[config.mk]
export PLATFORM = sky130hd
export DESIGN_NAME = disp_irq_unit
export DESIGN_NICKNAME = d
export VERILOG_FILES = /design/src/rtl/disp_irq_pkg.sv /design/src/rtl/disp_irq_qual.sv /design/src/rtl/disp_irq_stat.sv /design/src/rtl/disp_irq_line.sv /design/src/rtl/disp_irq_unit.sv
export SDC_FILE = /design/constraint.sdc
export NUM_CORES = 1
export LEC_CHECK = 0
export BUFFER_PORTS_ARGS = -buffer_cell sky130_fd_sc_hd__buf_4
export CAP_MARGIN = 0
export CORE_ASPECT_RATIO = 1.2
export CORE_MARGIN = 3
export CORE_UTILIZATION = 53
export CTS_CLUSTER_DIAMETER = 200
export DETAILED_ROUTE_END_ITERATION = 16
export PLACE_DENSITY = 0.9
export SYNTH_ARGS = -nofsm -noshare
export SYNTH_HDL_FRONTEND = slang
export SYNTH_SLANG_ARGS = --single-unit
[constraint.sdc]
create_clock -name clk -period 5.1 [get_ports clk]
set_input_delay 0.765 -clock clk [delete_from_list [all_inputs] [get_ports clk]]
set_output_delay 0.765 -clock clk [all_outputs]
set_load 0.02 [all_outputs]
[src/rtl/disp_irq_pkg.sv]
// Package: register addresses, retention masks and bit positions shared by
// the display interrupt status unit and its submodules.
package disp_irq_pkg;
    localparam logic [2:0] A_CTRL = 3'd0;
    localparam logic [2:0] A_MASK = 3'd1;
    localparam logic [2:0] A_ST0  = 3'd2;
    localparam logic [2:0] A_ST1  = 3'd3;
    localparam logic [2:0] A_ID   = 3'd4;

    localparam logic [31:0] CTRL_KEEP = 32'h07FF_FFFF;
    localparam logic [31:0] MASK_KEEP = 32'h3F3F_3F3F;
    localparam logic [31:0] ST1_CLRABLE = 32'h003E_3F3F;

    // Status word 0 bit positions
    localparam int S_LAST = 0;
    localparam int S_SOF0 = 1;
    localparam int S_BERR = 2;
    localparam int S_IU0  = 4;
    localparam int S_IU1  = 5;
    localparam int S_OU   = 6;
    localparam int S_QD   = 7;
    localparam int S_EOF0 = 8;
    localparam int S_BRN0 = 9;
    localparam int S_SUBQ = 10;
    localparam int S_RDST = 11;
    localparam int S_CMD  = 12;
    localparam int S_FLD  = 28;

    // Control word bit positions
    localparam int C_EN    = 0;
    localparam int C_LASTM = 3;
    localparam int C_SOFM  = 4;
    localparam int C_IU0M  = 5;
    localparam int C_EOFM  = 6;
    localparam int C_QDM   = 11;
    localparam int C_BRNM  = 20;
    localparam int C_OUM   = 21;
    localparam int C_RDSTM = 23;
    localparam int C_CMDM  = 24;
    localparam int M_IU1M  = 24;

    // Status word 1 / mask word offsets per channel
    localparam int OFS_SOF = -1;
    localparam int OFS_EOF = 7;
    localparam int OFS_BRN = 15;
endpackage

[src/rtl/disp_irq_qual.sv]
// Module: disp_irq_qual
// Decides which channel events count as unmasked and chooses the frame ID
// to capture. If the interrupt is already high, it raises the
// subsequent-interrupt flag instead. Assumes event pulses last one cycle and
// that a bus error channel number outside NUM_CH matches no channel.
module disp_irq_qual #(
    parameter int NUM_CH = 7,
    parameter int ID_W   = 32
) (
    input  logic [NUM_CH-1:0]      sof,
    input  logic [NUM_CH-1:0]      eof,
    input  logic [NUM_CH-1:0]      brn,
    input  logic [NUM_CH-1:0]      msk_sof,
    input  logic [NUM_CH-1:0]      msk_eof,
    input  logic [NUM_CH-1:0]      msk_brn,
    input  logic                   berr,
    input  logic [2:0]             berr_ch,
    input  logic [NUM_CH*ID_W-1:0] fid_flat,
    input  logic                   irq_now,
    output logic                   id_load,
    output logic [ID_W-1:0]        id_val,
    output logic                   subq_set
);
    logic [NUM_CH-1:0] hit;

    // Per-channel qualified hit; scanning downward lets the lowest channel win.
    always_comb begin
        hit    = (sof & ~msk_sof) | (eof & ~msk_eof) | (brn & ~msk_brn);
        id_val = '0;
        for (int c = NUM_CH - 1; c >= 0; c--) begin
            if (berr && (int'(berr_ch) == c)) hit[c] = 1'b1;
            if (hit[c]) id_val = fid_flat[c*ID_W +: ID_W];
        end
    end

    // Steer the qualified event to ID capture or to the subsequent flag.
    always_comb begin
        id_load  = (|hit) && !irq_now;
        subq_set = (|hit) && irq_now;
    end
endmodule

[src/rtl/disp_irq_stat.sv]
// Module: disp_irq_stat
// Holds the two sticky status words. Sets take priority over
// write-one-to-clear. Assumes the set vectors are built by the parent in the
// documented bit layout.
module disp_irq_stat
    import disp_irq_pkg::*;
(
    input  logic        clk,
    input  logic        rst_n,
    input  logic [12:0] set0,
    input  logic [31:0] set1,
    input  logic [11:0] clr0,
    input  logic [31:0] clr1,
    input  logic        berr,
    input  logic [2:0]  berr_ch,
    output logic [31:0] st0,
    output logic [31:0] st1
);
    logic [12:0] bits0_q;
    logic [2:0]  fld_q;
    logic [31:0] bits1_q;

    // Update the status bits; a set in the same cycle overrides a clear.
    always_ff @(posedge clk) begin
        if (!rst_n) begin
            bits0_q <= '0;
            fld_q   <= '0;
            bits1_q <= '0;
        end else begin
            bits0_q <= (bits0_q & ~{1'b0, clr0}) | set0;
            bits1_q <= (bits1_q & ~(clr1 & ST1_CLRABLE)) | set1;
            if (berr)          fld_q <= berr_ch;
            else if (clr0[S_BERR]) fld_q <= '0;
        end
    end

    // Pack the stored fields into the register image.
    always_comb begin
        st0 = {1'b0, fld_q, 15'b0, bits0_q};
        st1 = bits1_q;
    end

    assert_berr_field_R6: assert property (@(posedge clk) disable iff (!rst_n)
        berr |=> (st0[S_BERR] && st0[30:28] == $past(berr_ch)));

    assert_set_wins_R10: assert property (@(posedge clk) disable iff (!rst_n)
        (set0 != '0) |=> ((st0[12:0] & $past(set0)) == $past(set0)));

    assert_branch1_sticky_R8: assert property (@(posedge clk) disable iff (!rst_n)
        st1[16] |=> st1[16]);
endmodule

[src/rtl/disp_irq_line.sv]
// Module: disp_irq_line
// Registers the interrupt line: the OR of every status bit whose enable is
// set. Assumes the enables are already the inverted masks.
module disp_irq_line (
    input  logic        clk,
    input  logic        rst_n,
    input  logic [12:0] st0,
    input  logic [12:0] en0,
    input  logic [31:0] st1,
    input  logic [31:0] msk1,
    output logic        irq
);
    // Recompute the interrupt level every cycle.
    always_ff @(posedge clk) begin
        if (!rst_n) irq <= 1'b0;
        else        irq <= (|(st0 & en0)) || (|(st1 & ~msk1));
    end

    assert_quiet_line_R3: assert property (@(posedge clk) disable iff (!rst_n)
        ((st0 == '0) && (st1 == '0)) |=> !irq);
endmodule

[src/rtl/disp_irq_unit.sv]
// Module: disp_irq_unit
// Top of the display interrupt status unit: control, mask and ID registers,
// the register port, and wiring of the event vectors to the status and line
// logic. Assumes NUM_CH is at most 7, ID_W is at most 32, and event pulses
// are synchronous to clk.
module disp_irq_unit
    import disp_irq_pkg::*;
#(
    parameter int NUM_CH = 7,
    parameter int ID_W   = 32
) (
    input  logic                   clk,
    input  logic                   rst_n,
    input  logic [NUM_CH-1:0]      sof_pls,
    input  logic [NUM_CH-1:0]      eof_pls,
    input  logic [NUM_CH-1:0]      brn_pls,
    input  logic                   berr_pls,
    input  logic [2:0]             berr_chan,
    input  logic                   last_done_pls,
    input  logic [1:0]             in_urun_pls,
    input  logic                   out_urun_pls,
    input  logic [NUM_CH*ID_W-1:0] frame_id_flat,
    input  logic                   reg_we,
    input  logic [2:0]             reg_waddr,
    input  logic [31:0]            reg_wdata,
    input  logic [2:0]             reg_raddr,
    output logic [31:0]            reg_rdata,
    output logic                   irq
);
    logic [31:0]       ctrl_q, mask_q;
    logic [ID_W-1:0]   id_q;
    logic [NUM_CH-1:0] m_sof, m_eof, m_brn;
    logic [12:0]       set0, en0;
    logic [31:0]       set1, st0_w, st1_w;
    logic [11:0]       clr0;
    logic [31:0]       clr1;
    logic              id_load, subq_set, qd_set;
    logic [ID_W-1:0]   id_val;

    // Channel 0 masks live in the control word; the others in the mask word.
    assign m_sof[0] = ctrl_q[C_SOFM];
    assign m_eof[0] = ctrl_q[C_EOFM];
    assign m_brn[0] = ctrl_q[C_BRNM];
    for (genvar c = 1; c < NUM_CH; c++) begin : g_chmask
        assign m_sof[c] = mask_q[c + OFS_SOF];
        assign m_eof[c] = mask_q[c + OFS_EOF];
        assign m_brn[c] = mask_q[c + OFS_BRN];
    end

    // Quick-disable done: the enable bit is written from 1 to 0.
    assign qd_set = reg_we && (reg_waddr == A_CTRL) && ctrl_q[C_EN] && !reg_wdata[C_EN];

    // Build the status set/clear vectors and the word-0 enables.
    always_comb begin
        set0 = '0;
        set0[S_LAST] = last_done_pls;
        set0[S_SOF0] = sof_pls[0];
        set0[S_BERR] = berr_pls;
        set0[S_IU0]  = in_urun_pls[0];
        set0[S_IU1]  = in_urun_pls[1];
        set0[S_OU]   = out_urun_pls;
        set0[S_QD]   = qd_set;
        set0[S_EOF0] = eof_pls[0];
        set0[S_BRN0] = brn_pls[0];
        set0[S_SUBQ] = subq_set;
        set1 = '0;
        for (int c = 1; c < NUM_CH; c++) begin
            set1[c + OFS_SOF] = sof_pls[c];
            set1[c + OFS_EOF] = eof_pls[c];
            set1[c + OFS_BRN] = brn_pls[c];
        end
        en0 = '0;
        en0[S_LAST] = !ctrl_q[C_LASTM];
        en0[S_SOF0] = !ctrl_q[C_SOFM];
        en0[S_IU0]  = !ctrl_q[C_IU0M];
        en0[S_IU1]  = !mask_q[M_IU1M];
        en0[S_OU]   = !ctrl_q[C_OUM];
        en0[S_QD]   = !ctrl_q[C_QDM];
        en0[S_EOF0] = !ctrl_q[C_EOFM];
        en0[S_BRN0] = !ctrl_q[C_BRNM];
        en0[S_RDST] = !ctrl_q[C_RDSTM];
        en0[S_CMD]  = !ctrl_q[C_CMDM];
        clr0 = (reg_we && reg_waddr == A_ST0) ? reg_wdata[11:0] : '0;
        clr1 = (reg_we && reg_waddr == A_ST1) ? reg_wdata : '0;
    end

    // Control, mask and ID registers.
    always_ff @(posedge clk) begin
        if (!rst_n) begin
            ctrl_q <= '0;
            mask_q <= '0;
            id_q   <= '0;
        end else begin
            if (reg_we && reg_waddr == A_CTRL) ctrl_q <= reg_wdata & CTRL_KEEP;
            if (reg_we && reg_waddr == A_MASK) mask_q <= reg_wdata & MASK_KEEP;
            if (id_load) id_q <= id_val;
        end
    end

    // Combinational register read mux.
    always_comb begin
        case (reg_raddr)
            A_CTRL:  reg_rdata = ctrl_q;
            A_MASK:  reg_rdata = mask_q;
            A_ST0:   reg_rdata = st0_w;
            A_ST1:   reg_rdata = st1_w;
            A_ID:    reg_rdata = 32'(id_q);
            default: reg_rdata = '0;
        endcase
    end

    disp_irq_qual #(.NUM_CH(NUM_CH), .ID_W(ID_W)) u_qual (
        .sof(sof_pls), .eof(eof_pls), .brn(brn_pls),
        .msk_sof(m_sof), .msk_eof(m_eof), .msk_brn(m_brn),
        .berr(berr_pls), .berr_ch(berr_chan), .fid_flat(frame_id_flat),
        .irq_now(irq), .id_load(id_load), .id_val(id_val), .subq_set(subq_set)
    );

    disp_irq_stat u_stat (
        .clk(clk), .rst_n(rst_n), .set0(set0), .set1(set1),
        .clr0(clr0), .clr1(clr1), .berr(berr_pls), .berr_ch(berr_chan),
        .st0(st0_w), .st1(st1_w)
    );

    disp_irq_line u_line (
        .clk(clk), .rst_n(rst_n), .st0(st0_w[12:0]), .en0(en0),
        .st1(st1_w), .msk1(mask_q), .irq(irq)
    );

    assert_irq_has_cause_R3: assert property (@(posedge clk) disable iff (!rst_n)
        irq |-> $past(st0_w[12:0] != '0 || st1_w != '0));

    assert_id_hold_R5: assert property (@(posedge clk) disable iff (!rst_n)
        !id_load |=> $stable(id_q));

    assert_qd_flag_R9: assert property (@(posedge clk) disable iff (!rst_n)
        qd_set |=> st0_w[S_QD]);
endmodule

==> out/metrics.csv, run 1 <==
metric;value;unit
pin_count;327;
p_leak;4.55;nW
drv_slew;0;
synthArstFlopShare;0;%
num_rows;48;
ys_types;46;
cts_tree;done;
ys.flop_type;dfxtp_1;
grt_antenna_before_repair;2;
powerDensity;252;nW/um2
dieArea;16600;um2
cp_slowest_cell;nor2b_1;
port_buffers;324;
first_iter_violations;1549;
cp-startpoint;reg_raddr[2];
wl;34.6;mm
synth.most_common_cell;nor2_1;
path_buf_inv;2;
worstPathRequired;4.34;ns
drt_pass1_iterations;8;
hold_violations;0;
dp.final_hpwl;25.0;mm
yosys-top-cells-count;nor2_1, nand2_1, o21ai_0;
root_buffer;clkbuf_16;
htree_levels;4;
clkSinkCount;117;
yosysTopAreaCellShare;29.3;%
synth.area.top_cells;dfxtp_1, nor2_1, o21ai_0;
ys_warn_count;0;
post_cts_buffers;0;
crit_top_cell;buf_4;
cp.arrival;2.78;ns
r2r_setup_slack;2.13;ns
cp_slowest_stage_delay;0.95;ns
drcViolationCount;0;
r2r-start;mask_q[3]$_SDFFE_PN0P_;
final_core_util;76.0;%
grt_remaining_overflow;0;
holdBufCountCts;0;
status;finished clean;
grt_max_degree;45;
ff2ff_path_depth;6;
hp-class;reg2reg;
endpoint_kind;primary output;
areaGrowthSynthToFinish;38.5;%
synth.avg_cell_area;6.53;um2
cp.depth;5;
wl_met2;15.9;mm
ctsLongestPathBuffers;2;
initial_core_util;54.8;%
num-fill-cells;1113;
nets;1777;
setup_viol;0;
finalCritPeriodShare;69.6;%
wire_per_inst;20.4;um
drv_cap;0;
max_freq;282;MHz
synth_area;8000;um2
cp_max_fo;34;
coreArea;14600;um2
gp_congestion;0.942;
vias;10516;
drtAntennaViolNets;0;
path_delay_family;simple AND/OR/NAND/NOR gates;
postCtsResizedCells;0;
ys_seq_area_share;29.3;%
grt_pass1_vias;9960;
clock_latency;0.41;ns
met3RoutedLength;4.09;mm
post-route-cell-area;11100;um2
wl_met1;11.9;mm
path_class;in2out;
fp.dieH;141;um
fin_skew;0.00472;ns
grt_usage;39.5;%
synth_edf_count;0;
crit_end;reg_rdata[9];
max-slew-margin-rel;13.1;%
insertedDiodeCount;0;
period_needed;3.55;ns
grt_pass1_wl;52.2;mm
r2r-end;id_q[5]$_SDFFE_PN0P_;
fp.dieW;118;um
via_per_inst;6.20;
worst_pin_slew;1.30;ns
top_layer;met5;
ir_drop;0.000253;V
fin_tns_setup;0;ns
cts.clk_slew.worst_paths;0.05;ns
crit_chain;buf_4 > nor2b_1 > a21oi_1 > o22ai_1 > buf_4;
synth_nets;1520;
cts_buffers;17;
start_kind;input port;
synth_cells;1226;
place_area;10500;um2
drive_gt1_share;26.1;%
ys_seq_elements;117;
rsz0062_at_grt;false;
synth_top_cell_by_area;dfxtp_1;
[registers in the layout, summed over array words and instances (netlist names)]
name,cells
u_line.irq,1
u_stat.bits0_q,12
mask_q,24
ctrl_q,27
id_q,32
u_stat.fld_q,3
u_stat.st1,18
[final cells by class]
class	instances	area, um2	area share [%]
clock buffers	24	482	4.34
flip-flops and latches	117	2340	21.1
multi-input cells	967	5170	46.6
repair buffers	345	2590	23.4
clock inverters	8	121	1.09
well taps	200	250	2.26
inverters	35	131	1.18
[worst reg2reg max path, cell delays in order (launching register included)]
cell and delay (ns):
dfxtp_1 0.37, inv_1 0.05, a222oi_1 0.80, nor2b_2 1.04, o21ai_0 0.19, o21ai_1 0.28
a22o_1 0.17
[metal layers]
metal	track usage, %	vias to the layer above
li1	-	4803
met1	46.6	4709
met2	64.5	809
met3	9.19	193
met4	25.7	2
met5	0	-
[cell usage in the layout, fill, tap and decap left out, drive strengths merged, types with 2 or more instances in the layout]
cell type / n
buf: 345
nor2: 233
o21ai: 172
nand2: 164
dfxtp: 117
a21oi: 105
o22ai: 49
nor3: 40
mux2i: 37
inv: 36
a211oi: 34
o21a: 32
a22o: 32
clkbuf: 24
nor2b: 15
nand2b: 6
a22oi: 6
nor4: 5
and2: 4
nand3b: 4
a222oi: 4
nor3b: 4
nand3: 3
bufinv: 3
clkinv: 3
nor4bb: 2
nand4: 2
[kinds of logic (layout without fill, tap and decap cells)]
group	count (synthesis)	count (layout)	share of synthesized area (%)
buffers and inverters	142	412	7.47
and+or+nand+nor	488	488	25.7
muxes	37	37	4.63
AOI/OAI and AO/OA	442	442	33.0
DFF	117	117	29.3
[power by group]
group / total, mW / internal [mW] / switching, mW / leakage (nW)
combinational: 0.581 / 0.277 / 0.304 / 3.29
clock: 1.22 / 0.806 / 0.413 / 0.295
sequential: 0.994 / 0.959 / 0.0350 / 0.961
total: 2.79 / 2.04 / 0.753 / 4.55
[through the flow]
| stage | hold WS [ns] | worst slack, ns | power (mW) | std cells |
|---|---|---|---|---|
| 3_5_place_dp | 0.447 | 1.69 | 1.57 | 1664 |
| 6_report | 0.459 | 1.55 | 2.79 | 1696 |
| 2_1_floorplan | 0.412 | 2.11 | 1.28 | 1226 |
| 5_1_grt | 0.474 | 1.54 | 2.88 | 1696 |
| 3_3_place_gp | 0.420 | 1.69 | 1.56 | 1664 |
| 4_1_cts | 0.454 | 1.65 | 2.78 | 1696 |
[how the worst min path moves through the flow]
stage / slack [ns] / from / end / cells past startpoint
finish: 0.46 / u_stat.bits0_q[3]$_SDFF_PN0_ / u_stat.bits0_q[3]$_SDFF_PN0_ / 2
global route: 0.47 / ctrl_q[25]$_SDFFE_PN0P_ / ctrl_q[25]$_SDFFE_PN0P_ / 2
CTS: 0.45 / ctrl_q[25]$_SDFFE_PN0P_ / ctrl_q[25]$_SDFFE_PN0P_ / 2
detailed placement: 0.45 / u_stat.bits0_q[3]$_SDFF_PN0_ / u_stat.bits0_q[3]$_SDFF_PN0_ / 2
global placement: 0.42 / u_stat.bits0_q[3]$_SDFF_PN0_ / u_stat.bits0_q[3]$_SDFF_PN0_ / 2
floorplan: 0.41 / u_stat.bits0_q[3]$_SDFF_PN0_ / u_stat.bits0_q[3]$_SDFF_PN0_ / 2
Note: power is estimated with default switching activity, not from simulation.
==> run 2, diff against run 1 <==
--- a/config.mk
+++ b/config.mk
@@ -9,10 +9,10 @@
 export CAP_MARGIN = 0
 export CORE_ASPECT_RATIO = 1.2
 export CORE_MARGIN = 3
-export CORE_UTILIZATION = 53
+export CORE_UTILIZATION = 45
 export CTS_CLUSTER_DIAMETER = 200
 export DETAILED_ROUTE_END_ITERATION = 16
-export PLACE_DENSITY = 0.9
+export PLACE_DENSITY = 0.81
 export SYNTH_ARGS = -nofsm -noshare
 export SYNTH_HDL_FRONTEND = slang
 export SYNTH_SLANG_ARGS = --single-unit
==> constraint.sdc (replaced) <==
create_clock -name clk -period 2.9 [get_ports clk]
set_input_delay 0.435 -clock clk [delete_from_list [all_inputs] [get_ports clk]]
set_output_delay 0.435 -clock clk [all_outputs]
set_load 0.02 [all_outputs]
==> run 2 against run 1 <==
Clock skew rose by 0.0012 ns. Hold slack got worse by 0.23 ns. First-iteration DRC count fell by 24%. Critical endpoint unchanged. Largest cell class unchanged.
==> out/metrics.csv, run 2 (synthesis gave the netlist of run 1 again) <==
metric;value;unit;change
status;finished clean;;unchanged
areaGrowthSynthToFinish;41.2;%;was 38.5%
grt_usage;34.5;%;was 39.5%
largest_register_ffs;32;;unchanged
ctsLongestPathBuffers;2;;unchanged
path_class;in2out;;unchanged
period_needed;2.76;ns;
port_buffers;324;;unchanged
grt_remaining_overflow;0;;unchanged
worstPathRequired;2.47;ns;was 4.34 ns
endpoint_kind;primary output;;unchanged
start_kind;input port;;unchanged
root_buffer;clkbuf_16;;unchanged
hp-class;in2reg;;was reg2reg
via_per_inst;6.02;;was 6.20
drt_pass1_iterations;7;;was 8
wl;34.9;mm;was 34.6 mm
p_leak;4.65;nW;was 4.55 nW
drive_gt1_share;26.9;%;was 26.1%
first_iter_violations;1184;;was 1549
drtAntennaViolNets;0;;unchanged
final_core_util;65.8;%;was 76.0%
powerDensity;445;nW/um2;was 252 nW/um2
final-instance-count-excl-fill;1728;;was 1696
vias;10396;;was 10516
htree_levels;4;;unchanged
worst_pin_slew;1.32;ns;was 1.30 ns
nets;1792;;was 1777
drv_slew;0;;unchanged
pre_cts_slack;0.267;ns;was 1.69 ns
clkSinkCount;117;;unchanged
layout_common_cells;buf_4, nor2_1, nand2_1;;unchanged
drcViolationCount;0;;unchanged
postCtsResizedCells;0;;unchanged
gp_congestion;0.961;;was 0.942
cts.clk_slew.worst_paths;0.05;ns;about the same
holdBufCountCts;0;;unchanged
coreArea;17200;um2;was 14600 um2
worst_slack;0.144;ns;was 1.55 ns
cts_buffers;17;;unchanged
pin_count;327;;unchanged
max-slew-margin-rel;11.9;%;was 13.1%
fin_skew;0.00588;ns;was 0.00472 ns
final_common_cell;buf_4;;unchanged
grt_antenna_before_repair;1;;was 2
num_rows;52;;was 48
grt_pass1_wl;53.2;mm;was 52.2 mm
post_cts_buffers;0;;unchanged
hold_slack;0.232;ns;was 0.459 ns
dieArea;19400;um2;was 16600 um2
fin_tns_setup;0;ns;unchanged
max_freq;363;MHz;
rsz0062_at_grt;false;;unchanged
initial_core_util;46.6;%;was 54.8%
place_inst;1695;;was 1664
fp.dieW;128;um;was 118 um
drv_cap;0;;unchanged
ir_drop;0.000408;V;was 0.000253 V
layout_top_registers;id_q x32, ctrl_q x27, mask_q x24;;unchanged
wire_per_inst;20.2;um;was 20.4 um
hold_violations;0;;unchanged
cts_tree;done;;unchanged
cp.arrival;2.32;ns;was 2.78 ns
finalCritPeriodShare;95.0;%;
setup_viol;0;;unchanged
clock_latency;0.41;ns;about the same
grt_pass1_vias;9836;;was 9960
cp_max_fo;13;;was 34
r2r_setup_slack;0.46;ns;was 2.13 ns
grt_max_degree;67;;was 45
fp.dieH;152;um;was 141 um
dp.final_hpwl;26.2;mm;was 25.0 mm
largest_register;id_q;;unchanged
-- run 2: final timing paths --
path / endpoint / startpoint / cells past startpoint
max: reg_rdata[9] / reg_raddr[2] / 5
min: u_stat.bits0_q[5]$_SDFF_PN0_ / in_urun_pls[1] / 3
max reg2reg: id_q[18]$_SDFFE_PN0P_ / ctrl_q[4]$_SDFFE_PN0P_ / 7
min reg2reg: u_stat.bits0_q[3]$_SDFF_PN0_ / u_stat.bits0_q[3]$_SDFF_PN0_ / 2
-- run 2: layout make-up --
class                      instances  area, um2
multi-input combinational        967       5170
clock buffer                      20        457
sequential                       117       2340
clock inverter                    12        176
timing repair buffer             360       2750
antenna                            1       2.50
tap                              216        270
fill                            1549       5880
inverter                          35        131
-- run 2: worst max-delay path: stages --
cell	delay [ns]
buf_4	0.17
nor2b_1	1.04
a21oi_1	0.18
o22ai_1	0.30
buf_4	0.20
-- run 2: power by group --
part | switching [mW] | total, mW | internal (mW)
Sequential | 0.0629 | 1.75 | 1.69
Clock | 0.754 | 2.24 | 1.48
Combinational | 0.540 | 1.04 | 0.504
-- run 2: per-layer routing --
| metal | up-vias | routed length [um] | track usage [%] |
|---|---|---|---|
| li1 | 4826 | - | - |
| met1 | 4744 | 13000 | 42.1 |
| met2 | 686 | 16800 | 57.6 |
| met3 | 140 | 3300 | 7.09 |
| met4 | 0 | 1760 | 16.5 |
| met5 | - | 0 | 0 |
-- run 2: metrics by stage --
| stage | instance area (um2) | total power [mW] |
|---|---|---|
| 6_report | 11300 | 5.03 |
| 5_1_grt | 11300 | 5.20 |
| 4_1_cts | 11300 | 5.02 |
| 3_5_place_dp | 10700 | 2.80 |
| 3_3_place_gp | 10700 | 2.79 |
| 2_1_floorplan | 8000 | 2.25 |
==> run 3, diff against run 2 <==
==> constraint.sdc (replaced) <==
create_clock -name clk -period 2.9 [get_ports clk]
set_input_delay 0.29 -clock clk [delete_from_list [all_inputs] [get_ports clk]]
set_output_delay 0.29 -clock clk [all_outputs]
set_load 0.02 [all_outputs]
==> run 3 against run 2 <==
Total power rose by 0.55%. Hold slack worse by 0.16 ns. Clock skew rose by 0.0056 ns. Cell count fell by 0.23%. Die area did not move. Wire length up 1.0%. Via count fell by 1.0%. Critical endpoint is now reg_rdata[10]. Critical path type unchanged. Sequential power hardly changed.
==> out/metrics.csv, run 3 (synthesis gave the netlist of run 1 again) <==
metric;value;unit;change
port_buffers;324;;unchanged
drt_pass1_iterations;8;;was 7
cts_tree;done;;unchanged
worstPathRequired;2.61;ns;was 2.47 ns
initial_core_util;46.6;%;unchanged
num_rows;52;;unchanged
fp.dieW;128;um;unchanged
cp.arrival;2.14;ns;was 2.32 ns
multi_input_area;5170;um2;unchanged
num-fill-cells;1527;;was 1549
ir_drop;0.000388;V;was 0.000408 V
dp.final_hpwl;26.0;mm;was 26.2 mm
vias;10291;;was 10396
grt_pass1_vias;9970;;was 9836
fin_skew;0.0114;ns;was 0.00588 ns
setup_viol;0;;unchanged
pin_count;327;;unchanged
path_class;in2out;;unchanged
holdPathStages;3;;unchanged
layout_common_cells;buf_4, nor2_1, nand2_1;;unchanged
max_freq;412;MHz;was 363 MHz
rsz0062_at_grt;false;;unchanged
wire_per_inst;20.5;um;was 20.2 um
areaGrowthSynthToFinish;40.6;%;was 41.2%
worst_pin_slew;1.20;ns;was 1.32 ns
nets;1789;;was 1792
grt_antenna_before_repair;0;;was 1
gp_congestion;0.935;;was 0.961
powerDensity;449;nW/um2;was 445 nW/um2
cts_buffers;17;;unchanged
wl;35.3;mm;was 34.9 mm
post_cts_buffers;0;;unchanged
via_per_inst;5.97;;was 6.02
drv_slew;0;;unchanged
insertedDiodeCount;0;;was 1
hp-start;in_urun_pls[1];;unchanged
cts.clk_slew.worst_paths;0.06;ns;was 0.05 ns
grt_pass1_wl;52.9;mm;was 53.2 mm
fp.dieH;152;um;unchanged
hp-class;in2reg;;unchanged
regArea;2340;um2;unchanged
dieArea;19400;um2;unchanged
final_common_cell;buf_4;;unchanged
p_leak;4.63;nW;was 4.65 nW
drcViolationCount;0;;unchanged
holdBufCountCts;0;;unchanged
r2r-end;id_q[8]$_SDFFE_PN0P_;;was id_q[18]$_SDFFE_PN0P_
drtAntennaViolNets;0;;unchanged
layout_top_registers;id_q x32, ctrl_q x27, mask_q x24;;unchanged
coreArea;17200;um2;unchanged
fin_tns_setup;0;ns;unchanged
gr-max-usage-layer;met2;;unchanged
clkSinkCount;117;;unchanged
max-slew-margin-rel;19.5;%;was 11.9%
postCtsResizedCells;0;;unchanged
hold_slack;0.0744;ns;was 0.232 ns
root_buffer;clkbuf_16;;unchanged
start_kind;input port;;unchanged
p_total;5.06;mW;was 5.03 mW
r2r-start;ctrl_q[6]$_SDFFE_PN0P_;;was ctrl_q[4]$_SDFFE_PN0P_
r2r_setup_slack;0.47;ns;was 0.46 ns
largest_register_ffs;32;;unchanged
drv_cap;0;;unchanged
grt_remaining_overflow;0;;unchanged
period_needed;2.43;ns;was 2.76 ns
clock_latency;0.42;ns;was 0.41 ns
min_to;u_stat.bits0_q[5]$_SDFF_PN0_;;unchanged
drive_gt1_share;26.9;%;about the same
grt_max_degree;67;;unchanged
met1_usage;41.7;%;was 42.1%
cp_max_fo;22;;was 13
ff2ff_path_depth;8;;was 7
grt_use_met2;56.4;%;was 57.6%
ctsLongestPathBuffers;2;;unchanged
status;finished clean;;unchanged
finalCritPeriodShare;83.8;%;was 95.0%
first_iter_violations;917;;was 1184
grt_usage;34.5;%;about the same
endpoint_kind;primary output;;unchanged
htree_levels;4;;unchanged
largest_register;id_q;;unchanged
use_met3;7.41;%;was 7.09%
hold_violations;0;;unchanged
run 3: cell count changes in the layout (fill, tap and decap cells not counted), sizes merged:
cell	delta
buf	-3
clkinvlp	-1
clkinv	+1
diode	-1
run 3: cell type report:
class	count	share of cell area, %
Clock buffer	20	4.15
Clock inverter	12	1.54
Multi-Input combinational cell	967	45.9
Sequential cell	117	20.8
Tap cell	216	2.40
Inverter	35	1.17
Timing Repair Buffer	357	24.0
run 3: metrics by stage:
step           utilization, %  std cells  setup slack [ns]  instance area (um2)
2_1_floorplan               -       1226             0.858                 8000
6_report                 65.5       1724             0.471                11300
5_1_grt                  65.5       1724             0.346                11300
3_3_place_gp             61.8       1692             0.556                10600
4_1_cts                  65.5       1724             0.542                11300
3_5_place_dp             61.8       1692             0.569                10600
run 3: worst max path at each step:
stage	startpoint	endpoint	cells past startpoint	slack (ns)
finish	reg_raddr[1]	reg_rdata[10]	5	0.47
global route	ctrl_q[6]$_SDFFE_PN0P_	id_q[19]$_SDFFE_PN0P_	8	0.35
CTS	reg_raddr[1]	reg_rdata[10]	5	0.54
detailed placement	reg_raddr[1]	reg_rdata[10]	5	0.57
global placement	reg_raddr[1]	reg_rdata[10]	5	0.56
floorplan	reg_raddr[1]	reg_rdata[8]	5	0.86
run 3: worst max-delay path: stages:
cell and delay (ns):
buf_4 0.21, nor2b_1 0.95, a21oi_1 0.16, o22ai_1 0.31, buf_4 0.21
run 3: power by group:
group	internal, mW	switching (mW)
Sequential	1.69	0.0628
Clock	1.50	0.761
Combinational	0.498	0.545
Total	3.69	1.37
run 3: per-layer routing:
metal	wire length (um)	vias to the layer above
met1	13100	4682
met4	2140	0
met5	0	-
li1	-	4812
met2	16700	663
met3	3380	134
